===== config.mk =====
export PLATFORM = sky130hd
export DESIGN_NAME = pr_in_channel
export DESIGN_NICKNAME = d
export VERILOG_FILES = /design/src/rtl/pr_pkg.sv /design/src/rtl/pr_xy_route.sv /design/src/rtl/pr_spec_ctrl.sv /design/src/rtl/pr_st_stage.sv /design/src/rtl/pr_in_channel.sv
export SDC_FILE = /design/constraint.sdc
export NUM_CORES = 1
export LEC_CHECK = 0
export BUFFER_PORTS_ARGS = -buffer_cell sky130_fd_sc_hd__buf_2
export CORE_ASPECT_RATIO = 0.9
export CORE_UTILIZATION = 49
export DETAILED_ROUTE_END_ITERATION = 7
export PLACE_DENSITY = 0.77
export SYNTH_ARGS = -nofsm -noshare
export SYNTH_HDL_FRONTEND = slang
export SYNTH_SLANG_ARGS = --single-unit

===== constraint.sdc =====
create_clock -name clk -period 1.88 [get_ports clk]
set_input_delay 0.188 -clock clk [delete_from_list [all_inputs] [get_ports clk]]
set_output_delay 0.188 -clock clk [all_outputs]
set_load 0.05 [all_outputs]

===== src/rtl/pr_pkg.sv =====
package pr_pkg;

    localparam int NPORT = 5;

    typedef enum logic [2:0] {
        P_XP  = 3'd0,
        P_XN  = 3'd1,
        P_YP  = 3'd2,
        P_YN  = 3'd3,
        P_LOC = 3'd4
    } port_e;

    typedef enum logic [1:0] {
        S_IDLE,
        S_RESV,
        S_MISS,
        S_FWD
    } chan_st_e;

    function automatic logic [NPORT-1:0] port_oh(port_e p);
        logic [NPORT-1:0] v;
        v = '0;
        v[p] = 1'b1;
        return v;
    endfunction

    function automatic logic port_code_ok(logic [2:0] c);
        return c < 3'(NPORT);
    endfunction

endpackage


===== src/rtl/pr_xy_route.sv =====
module pr_xy_route
    import pr_pkg::*;
#(
    parameter int COORD_W = 4,
    parameter int MY_X    = 1,
    parameter int MY_Y    = 1
) (
    input  logic [COORD_W-1:0] dst_x,
    input  logic [COORD_W-1:0] dst_y,
    output port_e              route
);
    localparam logic [COORD_W-1:0] HERE_X = COORD_W'(MY_X);
    localparam logic [COORD_W-1:0] HERE_Y = COORD_W'(MY_Y);

    always_comb begin
        if (dst_x > HERE_X)      route = P_XP;
        else if (dst_x < HERE_X) route = P_XN;
        else if (dst_y > HERE_Y) route = P_YP;
        else if (dst_y < HERE_Y) route = P_YN;
        else                     route = P_LOC;
    end
endmodule


===== src/rtl/pr_spec_ctrl.sv =====
module pr_spec_ctrl
    import pr_pkg::*;
#(
    parameter int FLIT_W = 42
) (
    input  logic              clk,
    input  logic              rst,
    input  logic              fifo_valid,
    input  logic [FLIT_W-1:0] fifo_flit,
    input  port_e             route,
    input  logic              pred_valid,
    input  logic [2:0]        pred_port,
    input  logic [NPORT-1:0]  sw_grant,
    output logic              fifo_pop,
    output logic [NPORT-1:0]  resv,
    output logic [NPORT-1:0]  sw_req,
    output logic              fire,
    output port_e             fire_port,
    output logic [FLIT_W-1:0] fire_flit,
    output logic              kill_en
);
    localparam int TAIL_BIT = FLIT_W - 1;

    chan_st_e          state_q, state_d;
    port_e             guess_q, guess_d;
    port_e             path_q, path_d;
    logic [FLIT_W-1:0] hold_q, hold_d;

    always_comb begin
        state_d   = state_q;
        guess_d   = guess_q;
        path_d    = path_q;
        hold_d    = hold_q;
        fifo_pop  = 1'b0;
        fire      = 1'b0;
        fire_port = path_q;
        fire_flit = fifo_flit;
        kill_en   = 1'b0;
        unique case (state_q)
            S_IDLE: begin
                if (fifo_valid) begin
                    fifo_pop = 1'b1;
                    hold_d   = fifo_flit;
                    path_d   = route;
                    state_d  = S_MISS;
                end else if (pred_valid && port_code_ok(pred_port)) begin
                    guess_d = port_e'(pred_port);
                    state_d = S_RESV;
                end
            end
            S_RESV: begin
                if (fifo_valid) begin
                    fifo_pop  = 1'b1;
                    fire      = 1'b1;
                    fire_port = guess_q;
                    if (route == guess_q) begin
                        path_d  = guess_q;
                        state_d = fifo_flit[TAIL_BIT] ? S_IDLE : S_FWD;
                    end else begin
                        kill_en = 1'b1;
                        hold_d  = fifo_flit;
                        path_d  = route;
                        state_d = S_MISS;
                    end
                end
            end
            S_MISS: begin
                if ((sw_grant & port_oh(path_q)) != '0) begin
                    fire      = 1'b1;
                    fire_flit = hold_q;
                    state_d   = hold_q[TAIL_BIT] ? S_IDLE : S_FWD;
                end
            end
            S_FWD: begin
                if (fifo_valid) begin
                    fifo_pop = 1'b1;
                    fire     = 1'b1;
                    if (fifo_flit[TAIL_BIT]) state_d = S_IDLE;
                end
            end
            default: state_d = S_IDLE;
        endcase
    end

    always_comb begin
        resv   = '0;
        sw_req = '0;
        if (state_q == S_RESV)      resv   = port_oh(guess_q);
        else if (state_q == S_FWD)  resv   = port_oh(path_q);
        else if (state_q == S_MISS) sw_req = port_oh(path_q);
    end

    always_ff @(posedge clk) begin
        if (rst) begin
            state_q <= S_IDLE;
            guess_q <= P_LOC;
            path_q  <= P_LOC;
            hold_q  <= '0;
        end else begin
            state_q <= state_d;
            guess_q <= guess_d;
            path_q  <= path_d;
            hold_q  <= hold_d;
        end
    end

    // a held reservation only moves when a flit is popped
    a_r11_resv_steady: assert property (@(posedge clk) disable iff (rst)
        ((|$past(resv)) && !$past(fifo_pop)) |-> (resv == $past(resv)));

    // at most one reserved port
    a_r2_resv_onehot: assert property (@(posedge clk) disable iff (rst)
        $onehot0(resv));
endmodule


===== src/rtl/pr_st_stage.sv =====
module pr_st_stage
    import pr_pkg::*;
#(
    parameter int FLIT_W = 42
) (
    input  logic              clk,
    input  logic              rst,
    input  logic              fire,
    input  port_e             fire_port,
    input  logic [FLIT_W-1:0] fire_flit,
    input  logic              kill_en,
    output logic [NPORT-1:0]  st_valid,
    output logic [FLIT_W-1:0] st_flit,
    output logic [NPORT-1:0]  kill
);
    always_ff @(posedge clk) begin
        if (rst) begin
            st_valid <= '0;
            st_flit  <= '0;
            kill     <= '0;
        end else begin
            st_valid <= fire ? port_oh(fire_port) : '0;
            kill     <= kill_en ? port_oh(fire_port) : '0;
            if (fire) st_flit <= fire_flit;
        end
    end

    // a flit leaves on one port at a time
    a_r4_one_port: assert property (@(posedge clk) disable iff (rst)
        $onehot0(st_valid));

    // the kill is a single-cycle pulse
    a_r7_kill_pulse: assert property (@(posedge clk) disable iff (rst)
        (|kill) |=> (kill == '0));
endmodule


===== src/rtl/pr_in_channel.sv =====
module pr_in_channel
    import pr_pkg::*;
#(
    parameter int COORD_W   = 4,
    parameter int PAYLOAD_W = 32,
    parameter int MY_X      = 1,
    parameter int MY_Y      = 1,
    localparam int FLIT_W   = 2 + 2 * COORD_W + PAYLOAD_W
) (
    input  logic              clk,
    input  logic              rst,
    input  logic              fifo_valid,
    input  logic [FLIT_W-1:0] fifo_flit,
    output logic              fifo_pop,
    input  logic              pred_valid,
    input  logic [2:0]        pred_port,
    output logic [4:0]        resv,
    output logic [4:0]        sw_req,
    input  logic [4:0]        sw_grant,
    output logic [4:0]        st_valid,
    output logic [FLIT_W-1:0] st_flit,
    output logic [4:0]        kill
);
    localparam int XMSB = FLIT_W - 3;
    localparam int YMSB = XMSB - COORD_W;

    port_e             route;
    logic              fire;
    port_e             fire_port;
    logic [FLIT_W-1:0] fire_flit;
    logic              kill_en;

    pr_xy_route #(.COORD_W(COORD_W), .MY_X(MY_X), .MY_Y(MY_Y)) u_route (
        .dst_x (fifo_flit[XMSB -: COORD_W]),
        .dst_y (fifo_flit[YMSB -: COORD_W]),
        .route (route)
    );

    pr_spec_ctrl #(.FLIT_W(FLIT_W)) u_ctrl (
        .clk        (clk),
        .rst        (rst),
        .fifo_valid (fifo_valid),
        .fifo_flit  (fifo_flit),
        .route      (route),
        .pred_valid (pred_valid),
        .pred_port  (pred_port),
        .sw_grant   (sw_grant),
        .fifo_pop   (fifo_pop),
        .resv       (resv),
        .sw_req     (sw_req),
        .fire       (fire),
        .fire_port  (fire_port),
        .fire_flit  (fire_flit),
        .kill_en    (kill_en)
    );

    pr_st_stage #(.FLIT_W(FLIT_W)) u_st (
        .clk       (clk),
        .rst       (rst),
        .fire      (fire),
        .fire_port (fire_port),
        .fire_flit (fire_flit),
        .kill_en   (kill_en),
        .st_valid  (st_valid),
        .st_flit   (st_flit),
        .kill      (kill)
    );

    // a kill coincides with a request for a different port
    a_r8_kill_requests: assert property (@(posedge clk) disable iff (rst)
        (|kill) |-> ((sw_req != '0) && ((sw_req & kill) == '0)));

    // a granted request sends the flit on that port next cycle
    a_r8_resend: assert property (@(posedge clk) disable iff (rst)
        (|(sw_req & sw_grant)) |=> (st_valid == $past(sw_req)));

    // a reservation and a switch request never coexist
    a_r9_req_or_resv: assert property (@(posedge clk) disable iff (rst)
        !((|resv) && (|sw_req)));
endmodule


==> reports/results.ini <==
[drt]
wl_per_cell_um=17.7
drt_wl_total_mm=14.7
drc_errors=0
drt_iter0_markers=309
viasPerCell=5.67
vias=4696
drt_pass1_iterations=5
drt.antenna.violating_nets=0

[critical_path]
rr_endpoint=u_st.st_flit[0]
r2r_start=u_ctrl.path_q[1]
cpMaxStageDelayCell=a222oi_1
crit_cells=8
critPathTopFamily=compound AO/OA/AOI/OAI gates
end_kind=register
cp_max_fo=6
crit_path_start=u_ctrl.path_q[1]
critPathBufInv=4
crit_type=register to register
required_ps=2080
rr_worst_depth=8
path_cells=mux2_4 -> a222oi_1 -> or2_4 -> buf_12 -> buf_16 -> buf_8 -> buf_6 -> a311oi_2
startpoint_type=register
crit_end=u_st.st_flit[0]
ff2ff_setup_slack_ps=-150
arrival_ps=2230
critical-path-max-stage-delay_ps=400

[clock_network]
worst_skew_pair.late_latency_ps=340
clockBufferDepth=2
clkTransAtPathRegs_ps=80
cts.sinks=102
cts_root_buf=clkbuf_16
cts_buffers=9
cts_tree=yes
htreeDepth=3
cts_hold_buf=0

[finish]
final_layout_size_suffix_gt1_share_pct=36.2
area_growth_pct=32.2
stdcell_area_mm2=0.00667
most-common-layout-cells=buf_2, dfxtp_1, nand2b_1
final_util_pct=67.9
layout_commonest_cell=buf_2
antennaDiodeCount=0
finalNetCount=751
stdcell_count=828

[timing]
relSlewSlack_pct=63.9
min_period_ps=2030
clock.fmax_mhz=492
setup_viol=44
final.setup_skew_ps=11.9
slew_violations=0
period_share_pct=108
worst_pin_slew_ps=541
rsz0062_at_grt=yes
finalHoldViolCount=0
fin_ws_ps=-154

[grt]
grt_pass1_vias=4506
grt_usage_pct=26.5
grt_pass1_wl_mm=22.3
grt_start_max_net_pins=73
grt_antenna_before_repair=0
overflow=0

[pwr]
peakVddDrop_uv=491
p_leak_uw=0.00283
power.density_mw_per_mm2=889

[synthesis]
synth-edff-count=0
synth_seq_cells=102
syn-mean-instance-area_um2=9.03
synthCells=559
ys_warn_count=0
synth-main-ff-cell=dfxtp_1
syn-num-nets=613
async_reset_ff_share_pct=0
netlist-cell-type-count=48
ys_seq_area_share_pct=40.5
synthesis.area_mm2=0.00505

[placement]
port_buffers=116
post-dp-hpwl_mm=8.66
placed_cells=787
gp_congestion=0.939
place_area_mm2=0.00587

[die]
die_area_mm2=0.0107
num_io_pins=117
start_util_pct=51.3
die_h_um=98.3
die_width_um=109
core_area_mm2=0.00983
rows=34

[min_path]
hold_path.class=input port to register

[job]
drv_cap=0

[outcome]
status=complete, but fails checks
failed_checks=negative setup slack

## timing repair
item,4_1_cts,5_1_grt
setup endpoints to repair,77,97
setup buffers,9,8
gates cloned,7,3
pin swaps,6,16
gates resized for setup,26,17
## cells in the mapped netlist, types with 2 or more instances
cell / n / share of area [%]
a311oi_2: 33 / 9.8
a21oi_1: 9 / 0.89
a311oi_1: 8 / 1.4
buf_2: 3 / 0.30
buf_4: 5 / 0.74
nor2_1: 57 / 4.2
nor4_1: 2 / 0.25
clkbuf_1: 33 / 2.5
or4_1: 2 / 0.30
nor3_1: 10 / 0.99
nand4_1: 4 / 0.50
o211ai_1: 2 / 0.30
nand2_1: 56 / 4.2
nand3_1: 46 / 4.6
dfxtp_1: 102 / 40
mux2i_1: 47 / 9.3
buf_6: 8 / 1.8
nor2b_1: 8 / 0.99
o221ai_1: 2 / 0.35
and2_1: 3 / 0.37
inv_1: 3 / 0.22
o21ai_0: 2 / 0.20
nand2b_1: 89 / 11
## stage by stage
| step | hold slack (ps) | total power (uW) | setup slack, ps | setup TNS, ps |
|---|---|---|---|---|
| floorplan | 332 | 3510 | 41.0 | 0 |
| global placement | 441 | 3860 | -32.9 | -342 |
| detailed placement | 461 | 3910 | -161 | -5340 |
| CTS | 102 | 5900 | -121 | -3130 |
| global route | 115 | 6140 | -187 | -6880 |
| finish | 112 | 5930 | -154 | -4680 |
## metal layers
layer	global-route usage, %	share of wire, %	up-vias	routed length (um)
li1	-	-	2229	-
met1	33.8	43	2303	6340
met2	46.0	51	148	7430
met3	4.61	4.8	16	706
met4	6.55	1.2	0	183
met5	0	0	-	0
## flip-flops by register name, indices dropped and copies added (netlist names)
register / count
u_ctrl.hold_q: 42
u_st.st_flit: 42
u_st.kill: 5
u_st.st_valid: 5
u_ctrl.guess_q: 3
u_ctrl.path_q: 3
u_ctrl.state_q: 2
## worst min-delay path by stage
stage                   from  slack [ps]                end  cells past startpoint
3_3_place_gp    pred_port[1]         440  u_ctrl.guess_q[1]                      3
4_1_cts        fifo_flit[10]         100  u_ctrl.hold_q[10]                      3
3_5_place_dp    pred_port[0]         460  u_ctrl.guess_q[0]                      3
6_report        fifo_flit[2]         110   u_ctrl.hold_q[2]                      3
5_1_grt        fifo_flit[12]         120  u_ctrl.hold_q[12]                      3
2_1_floorplan   pred_port[0]         330  u_ctrl.guess_q[0]                      2
## where the power goes
group | switching [uW] | internal, uW | leakage (uW) | total [uW]
Sequential | 126 | 2340 | 0.000837 | 2470
Combinational | 1000 | 625 | 0.00185 | 1630
Clock | 882 | 961 | 0.000146 | 1840
Total | 2010 | 3920 | 0.00283 | 5930
## area by class of cell
type	instances	area (um2)
inverter	3	11.3
clock inverter	6	51.3
fill	763	3150
timing repair buffer	178	1370
multi-input combinational	403	2780
clock buffer	10	239
sequential	102	2060
tap	126	158
## cells by family (layout without fill, tap and decap cells)
group / Yosys count / count (layout) / synth area share [%]
AO/OA/AOI/OAI: 68 / 68 / 15.1
flip-flops: 102 / 102 / 40.5
buffers and inverters: 54 / 197 / 5.68
multiplexers: 49 / 49 / 9.77
AND/OR/NAND/NOR: 286 / 286 / 29.0
## worst min-delay path, delay by kind of cell
family	cells	cell delay (ps)
buffers and inverters	1	100
AND/OR/NAND/NOR	1	60
multiplexers	1	60
Power figures use the tool's default switching activity.
